<file path="config.mk">
export PLATFORM = sky130hd
export DESIGN_NAME = spi_cmd_engine
export DESIGN_NICKNAME = d
export VERILOG_FILES = /design/src/rtl/spi_cmd_pkg.sv /design/src/rtl/spi_cmd_clkgen.sv /design/src/rtl/spi_cmd_fifo.sv /design/src/rtl/spi_cmd_regs.sv /design/src/rtl/spi_cmd_seq.sv /design/src/rtl/spi_cmd_engine.sv
export SDC_FILE = /design/constraint.sdc
export NUM_CORES = 1
export LEC_CHECK = 0
export BUFFER_PORTS_ARGS = -buffer_cell sky130_fd_sc_hd__buf_2
export CORE_MARGIN = 1.5
export CORE_UTILIZATION = 47
export DETAILED_ROUTE_END_ITERATION = 10
export MAX_ROUTING_LAYER = met4
export SKIP_CTS_REPAIR_TIMING = 1
export SLEW_MARGIN = 20
export SYNTH_ARGS = -nofsm -noshare
export SYNTH_HDL_FRONTEND = slang
export SYNTH_SLANG_ARGS = --single-unit
</file>
<file path="constraint.sdc">
create_clock -name clk -period 6.6 [get_ports clk]
set_input_delay 0.66 -clock clk [delete_from_list [all_inputs] [get_ports clk]]
set_output_delay 0.66 -clock clk [all_outputs]
set_load 0.01 [all_outputs]
</file>
<file path="src/rtl/spi_cmd_pkg.sv">
// Package: shared register map, control bit positions and sequencer states
// for the SPI flash command engine. Assumes an 8-bit host data path.
package spi_cmd_pkg;

    localparam int HOST_AW = 3;
    localparam int HOST_DW = 8;

    localparam logic [HOST_AW-1:0] ADR_OPCODE = 3'd0;
    localparam logic [HOST_AW-1:0] ADR_CTRL   = 3'd1;
    localparam logic [HOST_AW-1:0] ADR_XIDX   = 3'd2;
    localparam logic [HOST_AW-1:0] ADR_XDATA  = 3'd3;
    localparam logic [HOST_AW-1:0] ADR_FIFO   = 3'd4;
    localparam logic [HOST_AW-1:0] ADR_DIV    = 3'd5;

    // control write bits
    localparam int CTL_EXEC    = 0;
    localparam int CTL_PTR_RST = 1;
    localparam int CTL_ERR_CLR = 3;
    // status read bits
    localparam int STS_EXEC = 0;
    localparam int STS_BUSY = 1;
    localparam int STS_ERR  = 2;

    // extension index values decoded by the count registers
    localparam logic [HOST_DW-1:0] XIDX_TXCNT = 8'd5;
    localparam logic [HOST_DW-1:0] XIDX_RXCNT = 8'd6;

    typedef enum logic [1:0] {
        SEQ_IDLE  = 2'd0,
        SEQ_LEAD  = 2'd1,
        SEQ_SHIFT = 2'd2,
        SEQ_TRAIL = 2'd3
    } seq_state_t;

endpackage

</file>
<file path="src/rtl/spi_cmd_clkgen.sv">
// Module: half-period tick generator. Emits a one-cycle tick every DIV system
// cycles while enabled (DIV of 0 behaves as 1). Counter restarts when disabled.
module spi_cmd_clkgen #(
    parameter int DIV_W = 8
) (
    input  logic             clk,
    input  logic             rst_n,
    input  logic             en,
    input  logic [DIV_W-1:0] div,
    output logic             tick
);
    logic [DIV_W-1:0] cnt_q;
    logic [DIV_W-1:0] half_len;

    // effective half-period length, never below one cycle
    always_comb begin
        half_len = (div == '0) ? DIV_W'(1) : div;
        tick     = en && (cnt_q == half_len - DIV_W'(1));
    end

    // count system cycles within the current half-period
    always_ff @(posedge clk) begin
        if (!rst_n || !en) begin
            cnt_q <= '0;
        end else if (tick) begin
            cnt_q <= '0;
        end else begin
            cnt_q <= cnt_q + DIV_W'(1);
        end
    end
endmodule

</file>
<file path="src/rtl/spi_cmd_fifo.sv">
// Module: shared byte buffer. One write port (muxed by the top between host
// and sequencer) and two combinational read ports. Assumes callers keep
// addresses below DEPTH.
module spi_cmd_fifo #(
    parameter int DEPTH = 72,
    parameter int AW    = $clog2(DEPTH)
) (
    input  logic          clk,
    input  logic          we,
    input  logic [AW-1:0] waddr,
    input  logic [7:0]    wdata,
    input  logic [AW-1:0] raddr_a,
    output logic [7:0]    rdata_a,
    input  logic [AW-1:0] raddr_b,
    output logic [7:0]    rdata_b
);
    logic [7:0] mem_q [DEPTH];

    // single write port
    always_ff @(posedge clk) begin
        if (we) begin
            mem_q[waddr] <= wdata;
        end
    end

    // asynchronous read ports for host window and sequencer
    always_comb begin
        rdata_a = mem_q[raddr_a];
        rdata_b = mem_q[raddr_b];
    end
endmodule

</file>
<file path="src/rtl/spi_cmd_regs.sv">
// Module: host register file. Holds opcode, counts (via index/data pair),
// divider, buffer pointer, execute flag and sticky clip error. Assumes one
// host access per cycle; all writes except error-clear are dropped while busy.
module spi_cmd_regs
    import spi_cmd_pkg::*;
#(
    parameter int DEPTH = 72,
    parameter int AW    = $clog2(DEPTH),
    parameter int DIV_W = 8
) (
    input  logic               clk,
    input  logic               rst_n,
    input  logic               host_wr,
    input  logic               host_rd,
    input  logic [HOST_AW-1:0] host_addr,
    input  logic [HOST_DW-1:0] host_wdata,
    output logic [HOST_DW-1:0] host_rdata,
    input  logic               busy,
    input  logic               done,
    output logic               start,
    output logic               exec_flag,
    output logic [7:0]         opcode,
    output logic [7:0]         tx_cnt,
    output logic [7:0]         rx_eff,
    output logic [DIV_W-1:0]   div,
    output logic               hf_we,
    output logic [AW-1:0]      hf_ptr,
    output logic [7:0]         hf_wdata,
    input  logic [7:0]         hf_rdata
);
    localparam logic [7:0]    DEPTH_B = 8'(DEPTH);
    localparam logic [AW-1:0] LAST_P  = AW'(DEPTH - 1);

    logic [7:0]       opcode_q;
    logic [7:0]       xidx_q;
    logic [7:0]       tx_q;
    logic [7:0]       rx_q;
    logic [DIV_W-1:0] div_q;
    logic [AW-1:0]    ptr_q;
    logic             exec_q;
    logic             err_q;
    logic             wr_ok;
    logic             fifo_acc;
    logic [7:0]       room;
    logic             rx_clip;
    logic             wdata_big;

    // decode the accepted host operations and the receive-count clip
    always_comb begin
        wr_ok     = host_wr && !busy;
        fifo_acc  = !busy && (host_addr == ADR_FIFO) && (host_wr || host_rd);
        start     = wr_ok && (host_addr == ADR_CTRL) && host_wdata[CTL_EXEC] && !exec_q;
        room      = DEPTH_B - tx_q;
        rx_clip   = rx_q > room;
        rx_eff    = rx_clip ? room : rx_q;
        wdata_big = host_wdata > DEPTH_B;
        hf_we     = wr_ok && (host_addr == ADR_FIFO);
        hf_wdata  = host_wdata;
        hf_ptr    = ptr_q;
        opcode    = opcode_q;
        tx_cnt    = tx_q;
        div       = div_q;
        exec_flag = exec_q;
    end

    // configuration registers: opcode, index, divider
    always_ff @(posedge clk) begin
        if (!rst_n) begin
            opcode_q <= '0;
            xidx_q   <= '0;
            div_q    <= DIV_W'(1);
        end else if (wr_ok) begin
            case (host_addr)
                ADR_OPCODE: opcode_q <= host_wdata;
                ADR_XIDX:   xidx_q   <= host_wdata;
                ADR_DIV:    div_q    <= DIV_W'(host_wdata);
                default: ;
            endcase
        end
    end

    // byte counts, clipped to buffer size on write and on start
    always_ff @(posedge clk) begin
        if (!rst_n) begin
            tx_q <= '0;
            rx_q <= '0;
        end else if (start) begin
            rx_q <= rx_eff;
        end else if (wr_ok && host_addr == ADR_XDATA) begin
            if (xidx_q == XIDX_TXCNT) begin
                tx_q <= wdata_big ? DEPTH_B : host_wdata;
            end else if (xidx_q == XIDX_RXCNT) begin
                rx_q <= wdata_big ? DEPTH_B : host_wdata;
            end
        end
    end

    // sticky clip error: cleared by bit 3, set by any clip (set wins)
    always_ff @(posedge clk) begin
        if (!rst_n) begin
            err_q <= 1'b0;
        end else begin
            if (host_wr && host_addr == ADR_CTRL && host_wdata[CTL_ERR_CLR]) begin
                err_q <= 1'b0;
            end
            if (start && rx_clip) begin
                err_q <= 1'b1;
            end
            if (wr_ok && host_addr == ADR_XDATA && wdata_big &&
                (xidx_q == XIDX_TXCNT || xidx_q == XIDX_RXCNT)) begin
                err_q <= 1'b1;
            end
        end
    end

    // execute flag: set at start, dropped when the sequencer finishes
    always_ff @(posedge clk) begin
        if (!rst_n) begin
            exec_q <= 1'b0;
        end else if (start) begin
            exec_q <= 1'b1;
        end else if (done) begin
            exec_q <= 1'b0;
        end
    end

    // buffer pointer: rewind on request, advance on each idle access
    always_ff @(posedge clk) begin
        if (!rst_n) begin
            ptr_q <= '0;
        end else if (wr_ok && host_addr == ADR_CTRL && host_wdata[CTL_PTR_RST]) begin
            ptr_q <= '0;
        end else if (fifo_acc) begin
            ptr_q <= (ptr_q == LAST_P) ? '0 : ptr_q + AW'(1);
        end
    end

    // read multiplexer
    always_comb begin
        case (host_addr)
            ADR_OPCODE: host_rdata = opcode_q;
            ADR_CTRL:   host_rdata = {5'b0, err_q, busy, exec_q};
            ADR_XIDX:   host_rdata = xidx_q;
            ADR_XDATA:  host_rdata = (xidx_q == XIDX_TXCNT) ? tx_q :
                                     (xidx_q == XIDX_RXCNT) ? rx_q : 8'h00;
            ADR_FIFO:   host_rdata = hf_rdata;
            ADR_DIV:    host_rdata = 8'(div_q);
            default:    host_rdata = 8'h00;
        endcase
    end
endmodule

</file>
<file path="src/rtl/spi_cmd_seq.sv">
// Module: serial sequencer. Frames opcode, transmit bytes and receive bytes
// in SPI mode 0, MSB first. Byte b (b>=1) of a frame maps to buffer offset
// b-1 for both directions. Assumes count inputs stable for the start cycle.
module spi_cmd_seq
    import spi_cmd_pkg::*;
#(
    parameter int DEPTH = 72,
    parameter int AW    = $clog2(DEPTH)
) (
    input  logic          clk,
    input  logic          rst_n,
    input  logic          start,
    input  logic [7:0]    opcode,
    input  logic [7:0]    tx_cnt,
    input  logic [7:0]    rx_eff,
    input  logic          tick,
    input  logic          miso,
    input  logic [7:0]    fifo_rdata,
    output logic [AW-1:0] fifo_raddr,
    output logic          fifo_we,
    output logic [AW-1:0] fifo_waddr,
    output logic [7:0]    fifo_wdata,
    output logic          sclk,
    output logic          cs_n,
    output logic          mosi,
    output logic          busy,
    output logic          done
);
    seq_state_t state_q;
    logic [7:0] shreg_q;
    logic [2:0] bitcnt_q;
    logic [7:0] bytecnt_q;
    logic [7:0] tx_l_q;
    logic [7:0] total_q;
    logic       samp_q;
    logic       sclk_q;
    logic       cs_n_q;
    logic [7:0] shifted;
    logic       fall_tick;
    logic       byte_end;
    logic       last_byte;
    logic       in_tx;

    // derived strobes and data path
    always_comb begin
        shifted    = {shreg_q[6:0], samp_q};
        fall_tick  = (state_q == SEQ_SHIFT) && tick && sclk_q;
        byte_end   = fall_tick && (bitcnt_q == 3'd7);
        last_byte  = (bytecnt_q == total_q - 8'd1);
        in_tx      = bytecnt_q <= tx_l_q;
        fifo_raddr = AW'(bytecnt_q);
        fifo_we    = byte_end && !in_tx;
        fifo_waddr = AW'(bytecnt_q - 8'd1);
        fifo_wdata = shifted;
        mosi       = (state_q != SEQ_IDLE) && in_tx && shreg_q[7];
        sclk       = sclk_q;
        cs_n       = cs_n_q;
        busy       = state_q != SEQ_IDLE;
        done       = (state_q == SEQ_TRAIL) && tick;
    end

    // frame state machine
    always_ff @(posedge clk) begin
        if (!rst_n) begin
            state_q   <= SEQ_IDLE;
            shreg_q   <= '0;
            bitcnt_q  <= '0;
            bytecnt_q <= '0;
            tx_l_q    <= '0;
            total_q   <= '0;
            samp_q    <= 1'b0;
            sclk_q    <= 1'b0;
            cs_n_q    <= 1'b1;
        end else begin
            case (state_q)
                SEQ_IDLE: begin
                    if (start) begin
                        state_q   <= SEQ_LEAD;
                        cs_n_q    <= 1'b0;
                        sclk_q    <= 1'b0;
                        shreg_q   <= opcode;
                        bitcnt_q  <= '0;
                        bytecnt_q <= '0;
                        tx_l_q    <= tx_cnt;
                        total_q   <= 8'd1 + tx_cnt + rx_eff;
                    end
                end
                SEQ_LEAD: begin
                    if (tick) begin
                        state_q <= SEQ_SHIFT;
                        sclk_q  <= 1'b1;
                        samp_q  <= miso;
                    end
                end
                SEQ_SHIFT: begin
                    if (tick && !sclk_q) begin
                        sclk_q <= 1'b1;
                        samp_q <= miso;
                    end else if (tick) begin
                        sclk_q <= 1'b0;
                        if (bitcnt_q == 3'd7) begin
                            bitcnt_q <= '0;
                            if (last_byte) begin
                                state_q <= SEQ_TRAIL;
                            end else begin
                                bytecnt_q <= bytecnt_q + 8'd1;
                                shreg_q   <= (bytecnt_q < tx_l_q) ? fifo_rdata : 8'h00;
                            end
                        end else begin
                            bitcnt_q <= bitcnt_q + 3'd1;
                            shreg_q  <= shifted;
                        end
                    end
                end
                SEQ_TRAIL: begin
                    if (tick) begin
                        state_q <= SEQ_IDLE;
                        cs_n_q  <= 1'b1;
                    end
                end
                default: state_q <= SEQ_IDLE;
            endcase
        end
    end
endmodule

</file>
<file path="src/rtl/spi_cmd_engine.sv">
// Module: top of the SPI flash command engine. Wires the register file, the
// shared buffer, the half-period tick generator and the serial sequencer.
// The buffer write port belongs to the sequencer while busy, else the host.
module spi_cmd_engine
    import spi_cmd_pkg::*;
#(
    parameter int FIFO_DEPTH = 72,
    parameter int DIV_W      = 8
) (
    input  logic               clk,
    input  logic               rst_n,
    input  logic               host_wr,
    input  logic               host_rd,
    input  logic [HOST_AW-1:0] host_addr,
    input  logic [HOST_DW-1:0] host_wdata,
    output logic [HOST_DW-1:0] host_rdata,
    output logic               spi_sclk,
    output logic               spi_cs_n,
    output logic               spi_mosi,
    input  logic               spi_miso
);
    localparam int AW = $clog2(FIFO_DEPTH);

    logic             busy_w;
    logic             done_w;
    logic             start_w;
    logic             exec_w;
    logic             tick_w;
    logic [7:0]       opcode_w;
    logic [7:0]       tx_cnt_w;
    logic [7:0]       rx_eff_w;
    logic [DIV_W-1:0] div_w;
    logic             hf_we_w;
    logic [AW-1:0]    hf_ptr_w;
    logic [7:0]       hf_wdata_w;
    logic [7:0]       hf_rdata_w;
    logic             sf_we_w;
    logic [AW-1:0]    sf_waddr_w;
    logic [7:0]       sf_wdata_w;
    logic [AW-1:0]    sf_raddr_w;
    logic [7:0]       sf_rdata_w;
    logic             m_we;
    logic [AW-1:0]    m_waddr;
    logic [7:0]       m_wdata;

    // buffer write-port owner select
    always_comb begin
        m_we    = busy_w ? sf_we_w    : hf_we_w;
        m_waddr = busy_w ? sf_waddr_w : hf_ptr_w;
        m_wdata = busy_w ? sf_wdata_w : hf_wdata_w;
    end

    spi_cmd_regs #(.DEPTH(FIFO_DEPTH), .AW(AW), .DIV_W(DIV_W)) regs_i (
        .clk(clk), .rst_n(rst_n),
        .host_wr(host_wr), .host_rd(host_rd), .host_addr(host_addr),
        .host_wdata(host_wdata), .host_rdata(host_rdata),
        .busy(busy_w), .done(done_w), .start(start_w), .exec_flag(exec_w),
        .opcode(opcode_w), .tx_cnt(tx_cnt_w), .rx_eff(rx_eff_w), .div(div_w),
        .hf_we(hf_we_w), .hf_ptr(hf_ptr_w), .hf_wdata(hf_wdata_w),
        .hf_rdata(hf_rdata_w)
    );

    spi_cmd_fifo #(.DEPTH(FIFO_DEPTH), .AW(AW)) fifo_i (
        .clk(clk), .we(m_we), .waddr(m_waddr), .wdata(m_wdata),
        .raddr_a(hf_ptr_w), .rdata_a(hf_rdata_w),
        .raddr_b(sf_raddr_w), .rdata_b(sf_rdata_w)
    );

    spi_cmd_clkgen #(.DIV_W(DIV_W)) clkgen_i (
        .clk(clk), .rst_n(rst_n), .en(busy_w), .div(div_w), .tick(tick_w)
    );

    spi_cmd_seq #(.DEPTH(FIFO_DEPTH), .AW(AW)) seq_i (
        .clk(clk), .rst_n(rst_n), .start(start_w), .opcode(opcode_w),
        .tx_cnt(tx_cnt_w), .rx_eff(rx_eff_w), .tick(tick_w), .miso(spi_miso),
        .fifo_rdata(sf_rdata_w), .fifo_raddr(sf_raddr_w), .fifo_we(sf_we_w),
        .fifo_waddr(sf_waddr_w), .fifo_wdata(sf_wdata_w),
        .sclk(spi_sclk), .cs_n(spi_cs_n), .mosi(spi_mosi),
        .busy(busy_w), .done(done_w)
    );
endmodule

</file>
==> impl_metrics.env <==
export IMPL_ys_ff_latch=687
export IMPL_path_cells="buf_12, mux4_2, mux4_2, mux4_2, a211o_1, buf_2"
export IMPL_drc=0
export IMPL_nNetsFinal=2187
export IMPL_synthMuxAreaShare_pct=23.6
export IMPL_yosys_warnings=0
export IMPL_start_util_pct=47.6
export IMPL_fin_crit_ns=4.85
export IMPL_wl_mm=94.6
export IMPL_worstSetupPathType="flip-flop to output pin"
export IMPL_period_share_pct=73.5
export IMPL_design_area_um2=36800
export IMPL_clk_latency_ns=0.63
export IMPL_synthAdderAreaFrac_pct=1.41
export IMPL_ant_nets=0
export IMPL_cts_root_buf="clkbuf_16"
export IMPL_crit_family="multiplexers"
export IMPL_antenna_found_initial=1
export IMPL_setup_violations=0
export IMPL_wl_per_cell_um=30.2
export IMPL_combPwrFrac_pct=10.8
export IMPL_synth_xor_area_share_pct=1.13
export IMPL_vias_per_cell=6.55
export IMPL_fmax_ghz=0.206
export IMPL_die_h_um=269
export IMPL_grt_start_max_net_pins=73
export IMPL_grt_pass1_wl_mm=139
export IMPL_met3_usage_pct=5.36
export IMPL_dieArea_um2=72600
export IMPL_gp_congestion=0.931
export IMPL_clk_pin_slew_ns=0.06
export IMPL_postSynthAreaPerCell_um2=15.6
export IMPL_crit_path_frequent_cell="mux4_2"
export IMPL_rows=97
export IMPL_synth_yosys_seq_area_share_pct=58.5
export IMPL_synth_compound_area_share_pct=5.89
export IMPL_switching_share_pct=25.1
export IMPL_setup_tns_ns=0
export IMPL_syn_nets=2187
export IMPL_rr_startpoint="regs_i.div[5]"
export IMPL_synth_ff_type="edfxtp_1"
export IMPL_synth_cell_types=77
export IMPL_r2r_slack_ns=2.15
export IMPL_synth_top_family_by_area="multiplexers"
export IMPL_drt_initial_drc_count=2397
export IMPL_hold_violations=0
export IMPL_switchingPower_mw=2.53
export IMPL_drive_gt1_share_pct=24.1
export IMPL_h_tree_depth=3
export IMPL_vias=20504
export IMPL_finalClockSkew_ns=0.0268
export IMPL_cts_buffers_inserted=74
export IMPL_power_leakage_nw=11.1
export IMPL_top_usage_layer="met2"
export IMPL_cts_buffer_depth=3
export IMPL_synth_area_um2=33400
export IMPL_relSlewSlack_pct=33.8
export IMPL_startpoint_type="flip-flop"
export IMPL_hold_path_startpoint="spi_miso"
export IMPL_vdd_drop_max_mv=0.228
export IMPL_pwr_density_cell_nw_per_um2=274
export IMPL_gr_total_overflow=0
export IMPL_status="finished clean"
export IMPL_synth_edff_count=576
export IMPL_synthArstFlopShare_pct=0
export IMPL_maxCapViolations=0
export IMPL_cp_arrival_ns=4.19
export IMPL_drv_slew=0
export IMPL_seq_power_share_pct=50.0
export IMPL_cts_sinks=687
export IMPL_tightestPinTransition_ns=0.989
export IMPL_slowest_stage="dfxtp_4"
export IMPL_postPlaceCellArea_um2=34500
export IMPL_gr_usage_met1_pct=37.6
export IMPL_cp_buffers_inverters=2
export IMPL_rsz0062_at_grt="false"
export IMPL_fin_util_pct=52.4
export IMPL_rr_worst_depth=11
export IMPL_io_pins=27
export IMPL_hold_depth=3
export IMPL_syn_inst=2134
export IMPL_hold_path_end="seq_i.samp_q"
export IMPL_grt_util_all_layers_pct=27.0
export IMPL_core_area_um2=70100
export IMPL_post_dp_hpwl_mm=62.9
export IMPL_cp_end_kind="output pin"
export IMPL_die_x_um=269
export IMPL_cp_depth=6
export IMPL_max_stage_delay_ns=0.75
export IMPL_worstHoldPathType="input port to flip-flop"
export IMPL_cts_tree="yes"
export IMPL_power_internal_mw=7.54
export IMPL_first_global_vias=20259
export IMPL_synth_simple_gate_area_share_pct=7.05
export IMPL_io_buffers=26
export IMPL_area_growth_syn_to_layout_pct=10.1
export IMPL_r2r_end="fifo_i.mem_q[11][6]"
export IMPL_required_ns=5.94
export IMPL_clkPwrFrac_pct=39.2
export IMPL_path_max_fanout=66
export IMPL_use_met2_pct=40.7
export IMPL_drt_pass1_iter_count=6
==> worst max-delay path by stage <==
| stage | start | end | slack, ns |
|---|---|---|---|
| floorplan | regs_i.tx_cnt[1] | seq_i.total_q[6] | 2.65 |
| global placement | regs_i.div[5] | fifo_i.mem_q[8][6] | 2.07 |
| detailed placement | regs_i.div[5] | fifo_i.mem_q[11][0] | 2.20 |
| CTS | flip-flop | host_rdata[2] | 1.68 |
| global route | flip-flop | host_rdata[2] | 1.54 |
| finish | flip-flop | host_rdata[0] | 1.75 |
==> metal layers <==
layer	vias up	part of all wire [%]
met4	0	2.8
met2	966	47
met5	-	0
met3	154	8.9
li1	8654	-
met1	10730	42
==> metrics by stage <==
step	total power, mW	std cells	hold WS [ns]	setup slack, ns
floorplan	5.74	2134	0.436	2.65
global placement	6.20	2998	0.450	2.07
detailed placement	6.21	2998	0.447	2.20
CTS	10.1	3128	0.307	1.68
global route	10.3	3129	0.327	1.54
finish	10.1	3129	0.347	1.75
==> tightest hold or removal path, stage by stage <==
cell and delay (ns):
buf_2 0.11, mux2i_1 0.07, nor2_1 0.08
==> layout make-up <==
| cell class | instances | area, µm² |
|---|---|---|
| multi-input cells | 1262 | 13100 |
| well taps | 940 | 1180 |
| clock buffers | 89 | 1950 |
| inverters | 37 | 139 |
| diodes | 1 | 2.50 |
| clock inverters | 41 | 313 |
| flip-flops and latches | 687 | 19500 |
| repair buffers | 72 | 538 |
| fillers | 5829 | 33400 |
==> cells by family (layout without fill, tap and decap cells) <==
group                      after synthesis  count (layout)
DFF                                    687             687
and+or+nand+nor                        496             496
muxes                                  402             402
AOI/OAI and AO/OA                      284             284
buffers and inverters                  185             239
xor gates and xnor gates                43              43
adders and majority gates               37              37
other                                    0               1
==> power groups by stage <==
stage / sequential, mW / clock, mW / combinational, mW
final: 5.04 / 3.95 / 1.08
after global routing: 5.04 / 4.16 / 1.15
after CTS: 5.03 / 4.00 / 1.08
after detailed placement: 5.13 / 0 / 1.08
after global placement: 5.13 / 0 / 1.07
after floorplan: 5.10 / 0 / 0.643
==> state kept, by name, indices dropped and copies added, names as in the netlist, 7 cells and up, named ones only <==
signal / count
regs_i.opcode: 8
regs_i.xidx_q: 8
seq_i.shreg_q: 8
seq_i.bytecnt_q: 8
clkgen_i.cnt_q: 8
fifo_i.mem_q: 576
regs_i.tx_cnt: 8
regs_i.rx_q: 8
seq_i.total_q: 8
regs_i.div: 8
seq_i.tx_l_q: 8
regs_i.hf_ptr: 7
==> synthesized netlist by cell type (all sizes together) (14+ instances only) <==
cell type | count | share of area [%]
clkbuf | 82 | 0.92
xnor2 | 20 | 0.52
inv | 37 | 0.42
a21oi | 69 | 1.0
a221oi | 20 | 0.52
ha | 36 | 1.3
mux2i | 80 | 2.4
dfxtp | 111 | 6.7
o22ai | 16 | 0.30
nor2 | 169 | 1.9
buf | 66 | 1.1
mux2 | 15 | 0.51
a22oi | 34 | 0.76
nand4 | 14 | 0.26
edfxtp | 576 | 52
a211oi | 18 | 0.40
o21ai | 36 | 0.54
nand2b | 15 | 0.28
xor2 | 23 | 0.60
nor3 | 33 | 0.49
mux4 | 307 | 21
nor2b | 15 | 0.28
nand2 | 129 | 1.5
nand3 | 41 | 0.61
o211ai | 16 | 0.36
==> cells in the final DEF, fill, tap and decap left out, types with 23 or more instances in the layout <==
cell         n
inv_1       35
mux4_2     307
nand3_1     41
mux2i_1     80
o21ai_0     35
a21oi_1     68
clkbuf_16   75
xor2_1      23
edfxtp_1   576
nor2_1     169
buf_4       41
nand2_1    129
dfxtp_1    105
buf_2       26
nor3_1      29
ha_1        36
a22oi_1     34
Note: power is estimated with default switching activity, not from simulation.
